**config.mk**
```make
export PLATFORM = sky130hd
export DESIGN_NAME = lnk_wake_seq
export DESIGN_NICKNAME = d
export VERILOG_FILES = /design/src/rtl/lnk_wake_pkg.sv /design/src/rtl/lnk_wake_timer.sv /design/src/rtl/lnk_wake_drv.sv /design/src/rtl/lnk_wake_seq.sv
export SDC_FILE = /design/constraint.sdc
export NUM_CORES = 1
export LEC_CHECK = 0
export CAP_MARGIN = 20
export CORE_AREA = 5 5 59 61
export CTS_BUF_LIST = sky130_fd_sc_hd__clkbuf_2 sky130_fd_sc_hd__clkbuf_4 sky130_fd_sc_hd__clkbuf_8
export DETAILED_ROUTE_END_ITERATION = 12
export DIE_AREA = 0 0 64 66
export GPL_TIMING_DRIVEN = 0
export PLACE_DENSITY = 0.68
export SLEW_MARGIN = 20
export SYNTH_ARGS = -nofsm -noshare
export SYNTH_HDL_FRONTEND = slang
export SYNTH_SLANG_ARGS = --single-unit
```
**constraint.sdc**
```tcl
create_clock -name clk -period 2.2 [get_ports clk]
set_clock_uncertainty 0.2 [all_clocks]
set_input_delay 0.55 -clock clk [delete_from_list [all_inputs] [get_ports clk]]
set_output_delay 0.55 -clock clk [all_outputs]
set_load 0.02 [all_outputs]
```
**src/rtl/lnk_wake_pkg.sv**
```systemverilog
package lnk_wake_pkg;
  typedef enum logic [2:0] {
    S_OFF  = 3'd0,
    S_BIAS = 3'd1,
    S_LO1  = 3'd2,
    S_HI   = 3'd3,
    S_LO2  = 3'd4,
    S_HOLD = 3'd5,
    S_ACT  = 3'd6
  } seq_st_t;

  typedef enum logic [1:0] {
    DRV_OFF = 2'b00,
    DRV_LO  = 2'b01,
    DRV_HI  = 2'b10,
    DRV_RUN = 2'b11
  } drv_t;

  typedef enum logic [1:0] {
    PH_OFF = 2'b00,
    PH_UP  = 2'b01,
    PH_ACT = 2'b10
  } phase_t;
endpackage

```
**src/rtl/lnk_wake_timer.sv**
```systemverilog
module lnk_wake_timer #(
  parameter int CW = 10
) (
  input  logic          clk,
  input  logic          rst_n,
  input  logic          load,
  input  logic [CW-1:0] load_val,
  output logic          zero
);
  logic [CW-1:0] cnt;

  always_ff @(posedge clk or negedge rst_n) begin
    if (!rst_n)          cnt <= '0;
    else if (load)       cnt <= load_val;
    else if (cnt != '0)  cnt <= cnt - 1'b1;
  end

  assign zero = (cnt == '0);
endmodule

```
**src/rtl/lnk_wake_drv.sv**
```systemverilog
module lnk_wake_drv
  import lnk_wake_pkg::*;
#(
  parameter int N_LANE = 3
) (
  input  seq_st_t             st,
  output logic [1:0]          clk_drv,
  output logic [2*N_LANE-1:0] dat_drv,
  output logic [1:0]          phase,
  output logic                stream_en
);
  drv_t   clk_code, lane_code;
  phase_t ph;

  always_comb begin
    clk_code  = DRV_OFF;
    lane_code = DRV_OFF;
    ph        = PH_OFF;
    unique case (st)
      S_LO1:  begin clk_code = DRV_LO; ph = PH_UP; end
      S_HI:   begin clk_code = DRV_HI; ph = PH_UP; end
      S_LO2, S_HOLD: begin
        clk_code  = DRV_LO;
        lane_code = DRV_LO;
        ph        = PH_UP;
      end
      S_ACT:  begin
        clk_code  = DRV_RUN;
        lane_code = DRV_RUN;
        ph        = PH_ACT;
      end
      default: ;
    endcase
  end

  assign clk_drv   = clk_code;
  assign phase     = ph;
  assign stream_en = (st == S_ACT);

  for (genvar i = 0; i < N_LANE; i++) begin : g_lane
    assign dat_drv[2*i +: 2] = lane_code;
  end
endmodule

```
**src/rtl/lnk_wake_seq.sv**
```systemverilog
module lnk_wake_seq
  import lnk_wake_pkg::*;
#(
  parameter int N_LANE   = 3,
  parameter int BIAS_CYC = 64,
  parameter int LO1_CYC  = 200,
  parameter int HI_CYC   = 20,
  parameter int LO2_CYC  = 8,
  parameter int HOLD_CYC = 600
) (
  input  logic                clk,
  input  logic                rst_n,
  input  logic                sleep_n,
  input  logic                pclk_ok,
  input  logic                bias_rdy,
  output logic [1:0]          clk_drv,
  output logic [2*N_LANE-1:0] dat_drv,
  output logic [1:0]          phase,
  output logic                stream_en
);
  localparam int M1   = (BIAS_CYC > LO1_CYC) ? BIAS_CYC : LO1_CYC;
  localparam int M2   = (HI_CYC > LO2_CYC) ? HI_CYC : LO2_CYC;
  localparam int M3   = (M1 > M2) ? M1 : M2;
  localparam int MAXC = (M3 > HOLD_CYC) ? M3 : HOLD_CYC;
  localparam int CW   = $clog2(MAXC + 1);

  seq_st_t       st, nxt;
  logic          ld, tmr_zero, link_ok;
  logic [CW-1:0] ldv;

  assign link_ok = sleep_n & pclk_ok;

  always_comb begin
    nxt = st;
    ld  = 1'b0;
    ldv = '0;
    if (!link_ok) begin
      nxt = S_OFF;
      ld  = 1'b1;
    end else begin
      unique case (st)
        S_OFF:  begin nxt = S_BIAS; ld = 1'b1; ldv = CW'(BIAS_CYC - 1); end
        S_BIAS: if (bias_rdy || tmr_zero) begin
                  nxt = S_LO1; ld = 1'b1; ldv = CW'(LO1_CYC - 1);
                end
        S_LO1:  if (tmr_zero) begin nxt = S_HI;   ld = 1'b1; ldv = CW'(HI_CYC - 1);   end
        S_HI:   if (tmr_zero) begin nxt = S_LO2;  ld = 1'b1; ldv = CW'(LO2_CYC - 1);  end
        S_LO2:  if (tmr_zero) begin nxt = S_HOLD; ld = 1'b1; ldv = CW'(HOLD_CYC - 1); end
        S_HOLD: if (tmr_zero) nxt = S_ACT;
        default: ;
      endcase
    end
  end

  always_ff @(posedge clk or negedge rst_n) begin
    if (!rst_n) st <= S_OFF;
    else        st <= nxt;
  end

  lnk_wake_timer #(.CW(CW)) u_tmr (
    .clk      (clk),
    .rst_n    (rst_n),
    .load     (ld),
    .load_val (ldv),
    .zero     (tmr_zero)
  );

  lnk_wake_drv #(.N_LANE(N_LANE)) u_drv (
    .st        (st),
    .clk_drv   (clk_drv),
    .dat_drv   (dat_drv),
    .phase     (phase),
    .stream_en (stream_en)
  );

  // an abort at an edge forces the off state in the next cycle
  a_r9_abort_off: assert property (@(posedge clk) disable iff (!rst_n)
    !link_ok |=> (st == S_OFF && clk_drv == 2'b00 && stream_en == 1'b0));

  // the first Low pulse holds while the timer is still counting
  a_r4_lo1_hold: assert property (@(posedge clk) disable iff (!rst_n)
    (st == S_LO1 && !tmr_zero && link_ok) |=> st == S_LO1);

  // any change other than a return to off is a single step forward
  a_r11_order: assert property (@(posedge clk) disable iff (!rst_n)
    (st != $past(st) && st != S_OFF) |-> (3'(st) == 3'($past(st)) + 3'd1));

  // data lanes stay undriven before the second Low pulse
  a_r5_lanes_quiet: assert property (@(posedge clk) disable iff (!rst_n)
    (st == S_LO1 || st == S_HI || st == S_BIAS) |-> dat_drv == '0);

  // streaming only ever opens straight out of the hold-off
  a_r8_stream_entry: assert property (@(posedge clk) disable iff (!rst_n)
    $rose(stream_en) |-> $past(st) == S_HOLD);

  // the bias interval never outlasts a seen ready strobe
  a_r3_bias_exit: assert property (@(posedge clk) disable iff (!rst_n)
    (st == S_BIAS && bias_rdy && link_ok) |=> st == S_LO1);
endmodule

```
## Word level (Yosys, flattened, before mapping)

Cells that the tools add are included.

- Register bits after elaboration: 13
- Bits of input ports: 5
- Output and inout bits: 11

- Add/sub/neg operators: 1
- Equality and inequality tests: 12
- Muxes and demuxes: 22
- Bitwise gates (word level): 1
- Reductions and logical operators: 10

Operators by type and width:

| cell | number |
|---|---|
| 10-bit case mux with 5 select lines | 1 |
| 10-bit 2-to-1 mux | 4 |
| 3-bit 2-to-1 mux | 7 |
| 3-bit case mux with 6 select lines | 1 |
| 3-bit != test, second input constant | 5 |
| 10-bit logical NOT | 1 |
| 10-bit nonzero test | 1 |
| 10-bit by 1-bit subtractor with 10-bit output, second input constant | 1 |
| 3-bit == test, second input constant | 3 |
| 8-bit 2-to-1 mux | 1 |
| 2-bit case mux with 2 select lines | 2 |
| 7-bit by 1-bit != test with 1-bit output, second input constant | 1 |
| 3-bit by 2-bit == test with 1-bit output, second input constant | 2 |
| 2-bit case mux with 3 select lines | 1 |
| 6-bit AND reduction | 1 |
| 3-bit OR reduction | 2 |
| 5-bit 2-to-1 mux | 1 |
| 4-bit OR reduction | 1 |
| 3-bit by 1-bit == test with 1-bit output, second input constant | 1 |
| 3-bit logical NOT | 1 |
| 1-bit 2-to-1 mux | 3 |
| 1-bit case mux with 3 select lines | 1 |
| 2-bit nonzero test | 1 |
| 2-bit OR reduction | 1 |
| 2 further kinds | 2 |

## Logic depth before layout (Yosys ltp)

Gate-level depths: netlist (run 1).

- Depth in word-level cells: 6
- Mapped depth: 6
- Gate-level depth less buffers: 6

## Modules after synthesis

From an unflattened synthesis (run 1), not the netlist that was laid out.

- Cells, all modules: 118
- Area total of the unflattened synthesis: 1014.7 µm²

Modules (own cells, without submodules):

| module | instances | cells each | area an instance (µm²) |
|---|---|---|---|
| lnk_wake_timer | 1 | 67 | 594.3 |
| lnk_wake_seq | 1 | 38 | 325.3 |
| lnk_wake_drv | 1 | 13 | 95.1 |

## Worst setup path after synthesis (run 1)

No wires, ideal clock.

- Kind: register -> output
- Start: reg st[2]
- End: out dat_drv[2]
- Arrival: 1.749 ns
- Path slack: -0.299 ns
- Cell stages (with the launch flop): 5
- Path through: dfrtp_1 -> clkbuf_1 -> clkbuf_1 -> a21boi_0 -> buf_4

- Cells in the longest elaborated chain, start to end: 3
- Elaborated cells between the ends (all ways): 5

RTL lines:

| what | RTL line | source |
|---|---|---|
| from (decl) | lnk_wake_seq.sv:27 | `seq_st_t st, nxt;` |
| from (signal assigned) | lnk_wake_seq.sv:57 | `else st <= nxt;` |
| 3-bit == test | lnk_wake_drv.sv:19 | `unique case (st)` |
| 2-bit OR reduction | lnk_wake_drv.sv:19 |  |
| 2-bit case mux with 2 select lines (*) | lnk_wake_drv.sv:19 |  |
| to (decl) | lnk_wake_seq.sv:17 | `output logic [2*N_LANE-1:0] dat_drv,` |

Mark *: on every way between the ends. The rest lies on a longest branch, timed or not.

## Worst setup path after layout (run 1)

- Start: reg st[1]
- End: out dat_drv[2]

Same word-level chain as after synthesis.

==> results.yml, run 1 <==
die:
  initial_core_util: 0.335
  fp.dieW_um: 64
  coreArea_um2: 2930
  dieArea_um2: 4220
  fp-row-count: 20
  boundaryPins: 16
  die_y_um: 66
synthesis:
  synthCells: 115
  synth_warnings: 0
  synthArstFlopShare: 1.00
  yosys-top-cells-area: "dfrtp_1 33%, a21oi_1 5.1%, buf_4 4.6%, xor2_1 4.5%, o21ai_0 3.6%"
  netlist_area_um2: 981
  ys_seq_area_frac: 0.332
  ys.flop_type: "dfrtp_1"
  synth-seq-cells: 13
  synth_edf_count: 0
  yosys.area.top_type: "dfrtp_1"
  yosysUniqueCellTypes: 40
  syn_area_per_cell_um2: 8.53
  synth_top_area_frac: 0.332
  synthesis.nets: 122
timing:
  finalSetupViolations: 0
  fmax_mhz: 467
  tightest_slew_ns: 0.623
  fin_setup_tns_ns: 0
  slew_viol_final: 0
  layout_min_cycle_time_ns: 2.14
  fin_crit_sh: 0.973
  whs_ns: 0.443
  max-slew-margin-rel: 0.583
  hold_viol_final: 0
final_layout:
  final_util: 0.441
  finish.net_count: 146
  syn_to_final_growth_pct: 31.8
  drive_gt1_frac: 0.341
  antenna_cells: 0
  fillCellCount: 291
pwr:
  combPwrFrac: 0.298
  power.density_nw_per_um2: 473
  pwr-share-clk: 0.269
  swShare: 0.325
  power_switching_uw: 198
  fin_total_pwr_uw: 611
  leakage_uw: 0.000580
  peakVddDrop_v: 0.000274
  p_int_uw: 413
  seqPwrFrac: 0.433
global_routing:
  grt_overflow_total: 0
  grt_first_pass_wirelength_um: 4240
  grt_max_degree: 14
  antenna_found_initial: 0
  grt_pass1_vias: 978
  grt_usage: 0.125
clock_network:
  numClockSinks: 13
  clockBufferDepth: 2
  root_buffer: "clkbuf_4"
  insertion_delay_ns: 0.28
  holdBufCountCts: 0
  cts_tree: "done"
  cts_buffers: 3
  path_clk_slew_ns: 0.08
  htreeDepth: 1
placement:
  gp_congestion: 0.825
  hpwlAfterDp_um: 1760
  port_buffers: 15
drt:
  drtPass1Iterations: 4
  wl_um: 2590
  routed_via_density: 5.70
  drc: 0
  drtIter0Drc: 22
  drtAntennaViolNets: 0
  wl_per_cell_um: 15.1
  vias: 974
worst_setup_path:
  startpoint_type: "register"
  worstSetupPathType: "register to primary output"
  arrival_ns: 1.39
  crit_required_ns: 1.45
  end_kind: "primary output"
  crit_fanout: 10
run:
  max-cap-violations: 0
hold_path:
  hold_class: "register to register"
run_status:
  status: "complete, no violations"
[Yosys cell counts (all sizes together) (2+ instances only)]
cell     count
inv          5
buf          7
xor2         5
clkbuf       5
a21boi       2
o31ai        2
ha           2
a21oi       10
and3         3
o41ai        2
o21a         3
xnor2        2
nor2         5
nor3         5
and2         2
nand2        6
mux2         2
or4          2
nor4         4
o21ai        8
o2111ai      2
dfrtp       13
nand3        6
[layer usage]
layer / routed length [µm] / GRT usage
met5: 0 / 0
met4: 61 / 0.0675
met3: 109 / 0.0153
met2: 1270 / 0.205
met1: 1150 / 0.157
[cell type report]
type / instances / area [µm²] / share of cell area
plain buffers: 11 / 78.8 / 0.0610
inverters: 6 / 27.5 / 0.0213
well taps: 33 / 41.3 / 0.0319
clock buffers: 4 / 30.0 / 0.0232
multi-input cells: 84 / 631 / 0.488
repair buffers: 20 / 156 / 0.121
flip-flops and latches: 13 / 328 / 0.254
[worst max-delay path, stage by stage (launching register included)]
cell             delay (ns)
dfrtp_2                0.41
clkbuf_4               0.19
a21boi_4               0.15
buf_4                  0.12
clkdlybuf4s15_2        0.25
[cell usage in the layout (no fill, tap or decap), types with 2 or more instances in the layout]
cell,synthesis,final
a21oi_1,10,10
and2_1,2,2
and3_1,3,2
buf_2,1,5
buf_4,6,13
clkbuf_1,5,2
clkbuf_4,0,5
clkdlybuf4s15_2,0,2
clkdlybuf4s50_1,0,4
dfrtp_1,13,11
dfrtp_2,0,2
inv_1,5,3
inv_2,0,2
mux2_2,2,2
nand2_1,6,6
nand3_1,6,5
nor2_1,5,4
nor3_1,4,4
nor4_1,3,2
nor4_2,1,2
o2111ai_1,2,2
o21a_1,3,3
o21ai_0,7,7
o31ai_1,2,2
o41ai_1,2,2
xnor2_1,2,2
xor2_1,5,4
[sequential cells by signal, summed over array words and instances, names as in the netlist]
register / cells
st: 3
u_tmr.cnt: 10
[metrics by stage]
step           instance area, µm²  instances  setup slack, ns
6_report                     1290        171           0.0598
5_1_grt                      1290        171         -0.00143
4_1_cts                      1260        171          0.00790
3_5_place_dp                 1180        163           -0.593
3_3_place_gp                 1180        163           -0.587
2_1_floorplan                 985        115           0.0539
[logic make-up (layout without fill, tap and decap cells)]
logic type               after synthesis  in the layout  share of synthesized area
AO/OA/AOI/OAI                         33             33                      0.212
XOR/XNOR                               7              7                     0.0625
adder cells (fa/ha/maj)                2              2                     0.0255
buffers and inverters                 18             41                     0.0931
flip-flops                            13             13                      0.332
multiplexers                           3              3                     0.0332
AND/OR/NAND/NOR                       39             39                      0.242
[power by group through the flow]
| stage | Sequential (µW) | Combinational (µW) | Clock [µW] |
|---|---|---|---|
| final | 265 | 182 | 165 |
| after global routing | 267 | 199 | 181 |
| after CTS | 263 | 172 | 168 |
| after detailed placement | 268 | 155 | 0 |
| after global placement | 267 | 153 | 0 |
| after floorplan | 265 | 115 | 0 |
[timing repair]
item,4_1_cts,5_1_grt
gates resized for setup,45,14
buffers inserted,5,0
pin swaps,1,5
endpoints found under the setup margin,15,18
cloned,0,0
[worst paths after layout]
| kind | start | end | slack (ns) | cells past startpoint |
|---|---|---|---|---|
| max in group asynchronous | rst_n | st[1] | 0.91 | 1 |
| min in group asynchronous | rst_n | u_tmr.cnt[9] | 0.45 | 1 |
| worst max register to register | u_tmr.cnt[0] | u_tmr.cnt[0] | 0.09 | 7 |
| worst min register to register | u_tmr.cnt[7] | u_tmr.cnt[7] | 0.44 | 2 |
| worst min-delay path | u_tmr.cnt[7] | u_tmr.cnt[7] | 0.44 | 2 |
| worst max-delay path | st[1] | dat_drv[2] | 0.06 | 4 |
No activity file was read; power rests on OpenSTA's default activity.
==> run 2, diff against run 1 <==
--- a/config.mk
+++ b/config.mk
@@ -6,10 +6,10 @@
 export NUM_CORES = 1
 export LEC_CHECK = 0
 export CAP_MARGIN = 20
-export CORE_AREA = 5 5 59 61
+export CORE_AREA = 2 2 56 58
 export CTS_BUF_LIST = sky130_fd_sc_hd__clkbuf_2 sky130_fd_sc_hd__clkbuf_4 sky130_fd_sc_hd__clkbuf_8
 export DETAILED_ROUTE_END_ITERATION = 12
-export DIE_AREA = 0 0 64 66
+export DIE_AREA = 0 0 58 60
 export GPL_TIMING_DRIVEN = 0
 export PLACE_DENSITY = 0.68
 export SLEW_MARGIN = 20
==> results.yml, run 2 (same netlist as run 1, synthesis figures left out) <==
worst_setup_path:
  end_kind: "register"
  arrival_ns: 2.13
  startpoint_type: "register"
  ff2ff_path_depth: 6
  regToRegEndpoint: "st[1]"
  crit_fanout: 5
  r2r_setup_slack_ns: 0.05
  endpoint: "st[1]"
  worstSetupPathType: "register to register"
  critPathLaunch: "u_tmr.cnt[0]"
  crit_required_ns: 2.18
  regToRegStartpoint: "u_tmr.cnt[0]"
pwr:
  pwr-share-clk: 0.270
  swShare: 0.327
  power.density_nw_per_um2: 479
  combPwrFrac: 0.304
  seqPwrFrac: 0.426
  peakVddDrop_v: 0.000290
  p_int_uw: 418
  leakage_uw: 0.000597
  power_switching_uw: 203
  fin_total_pwr_uw: 620
die:
  initial_core_util: 0.338
  fp.dieW_um: 58
  dieArea_um2: 3480
  fp-row-count: 20
  die_y_um: 60
  coreArea_um2: 2900
  boundaryPins: 16
clock_network:
  cts_buffers: 3
  path_clk_slew_ns: 0.08
  insertion_delay_ns: 0.28
  cts_tree: "done"
  numClockSinks: 13
  clockBufferDepth: 2
  root_buffer: "clkbuf_4"
  holdBufCountCts: 0
  htreeDepth: 1
final_layout:
  reg_top3: "u_tmr.cnt x10, st x3"
  finish.net_count: 147
  drive_gt1_frac: 0.331
  final_cell_mix: "14 x buf_4, 11 x dfrtp_1, 10 x a21oi_1"
  fillCellCount: 289
  syn_to_final_growth_pct: 32.0
  antenna_cells: 0
  final_util: 0.446
  layout_commonest_cell: "buf_4"
  largest_register: "u_tmr.cnt"
  fin_area_um2: 1290
  largest_reg_flops: 10
hold_path:
  hold_class: "input pin to async pin"
drt:
  vias: 991
  wl_per_cell_um: 14.3
  drtIter0Drc: 32
  drtAntennaViolNets: 0
  drtPass1Iterations: 4
  drc: 0
  wl_um: 2470
  routed_via_density: 5.76
timing:
  slew_viol_final: 0
  layout_min_cycle_time_ns: 2.15
  worst_slack_ns: 0.0466
  whs_ns: 0.438
  fin_crit_sh: 0.979
  tightest_slew_ns: 0.598
  finalSetupViolations: 0
  fmax_mhz: 464
  hold_viol_final: 0
  max-slew-margin-rel: 0.600
global_routing:
  grt_usage: 0.151
  grt_overflow_total: 0
  antenna_found_initial: 0
  grt_pass1_vias: 852
  grt_first_pass_wirelength_um: 3980
  grt_max_degree: 14
placement:
  gp_congestion: 0.851
  hpwlAfterDp_um: 1710
  port_buffers: 15
  post_dp_cell_area_um2: 1180
  pre_cts_slack_ns: -0.583
run:
  max-cap-violations: 0
run_status:
  status: "complete, no violations"
run 2: critical path: stages (launching register included):
cell	delay [ns]
dfrtp_1	0.41
inv_2	0.11
ha_4	0.17
or4b_4	0.50
nor3_4	0.26
o21ai_1	0.11
a221oi_1	0.30
run 2: layer usage:
layer	share of wire	vias up	track usage
met5	0	-	0
met4	0.022	0	0.0598
met3	0.032	11	0.0303
met2	0.50	32	0.252
met1	0.44	480	0.192
li1	-	468	-
run 2: through the flow:
step / setup TNS [ns] / instances
after floorplan: 0 / 115
after global placement: -5.10 / 163
after detailed placement: -5.39 / 163
after CTS: 0 / 171
after global routing: -0.00716 / 172
final: 0 / 172
run 2: power groups by stage:
| stage | clock network, µW | registers [µW] | logic (µW) |
|---|---|---|---|
| 6_report | 167 | 264 | 189 |
| 5_1_grt | 185 | 266 | 207 |
| 4_1_cts | 171 | 263 | 176 |
| 3_5_place_dp | 0 | 268 | 155 |
| 3_3_place_gp | 0 | 267 | 153 |
| 2_1_floorplan | 0 | 265 | 115 |
run 2: worst min-delay path by stage:
stage | from | endpoint | slack, ns | cells after the start
global placement | u_tmr.cnt[7] | u_tmr.cnt[7] | 0.41 | 2
finish | rst_n | st[0] | 0.44 | 1
global route | rst_n | u_tmr.cnt[0] | 0.47 | 1
detailed placement | u_tmr.cnt[7] | u_tmr.cnt[7] | 0.42 | 2
floorplan | rst_n | st[0] | 0.05 | 0
CTS | u_tmr.cnt[7] | u_tmr.cnt[7] | 0.44 | 2
run 2: layout make-up:
type,count,area [µm²],area share
multi-input combinational,84,631,0.487
tap,33,41.3,0.0319
timing repair buffer,21,159,0.123
buffer,11,78.8,0.0609
clock buffer,4,30.0,0.0232
sequential,13,328,0.253
inverter,6,27.5,0.0213
run 2: what timing repair did:
action	4_1_cts	5_1_grt
cloned	0	0
pin swaps	1	1
hold endpoints to repair	0	0
resized for setup	45	15
setup endpoints to repair	17	14
buffers inserted	5	1
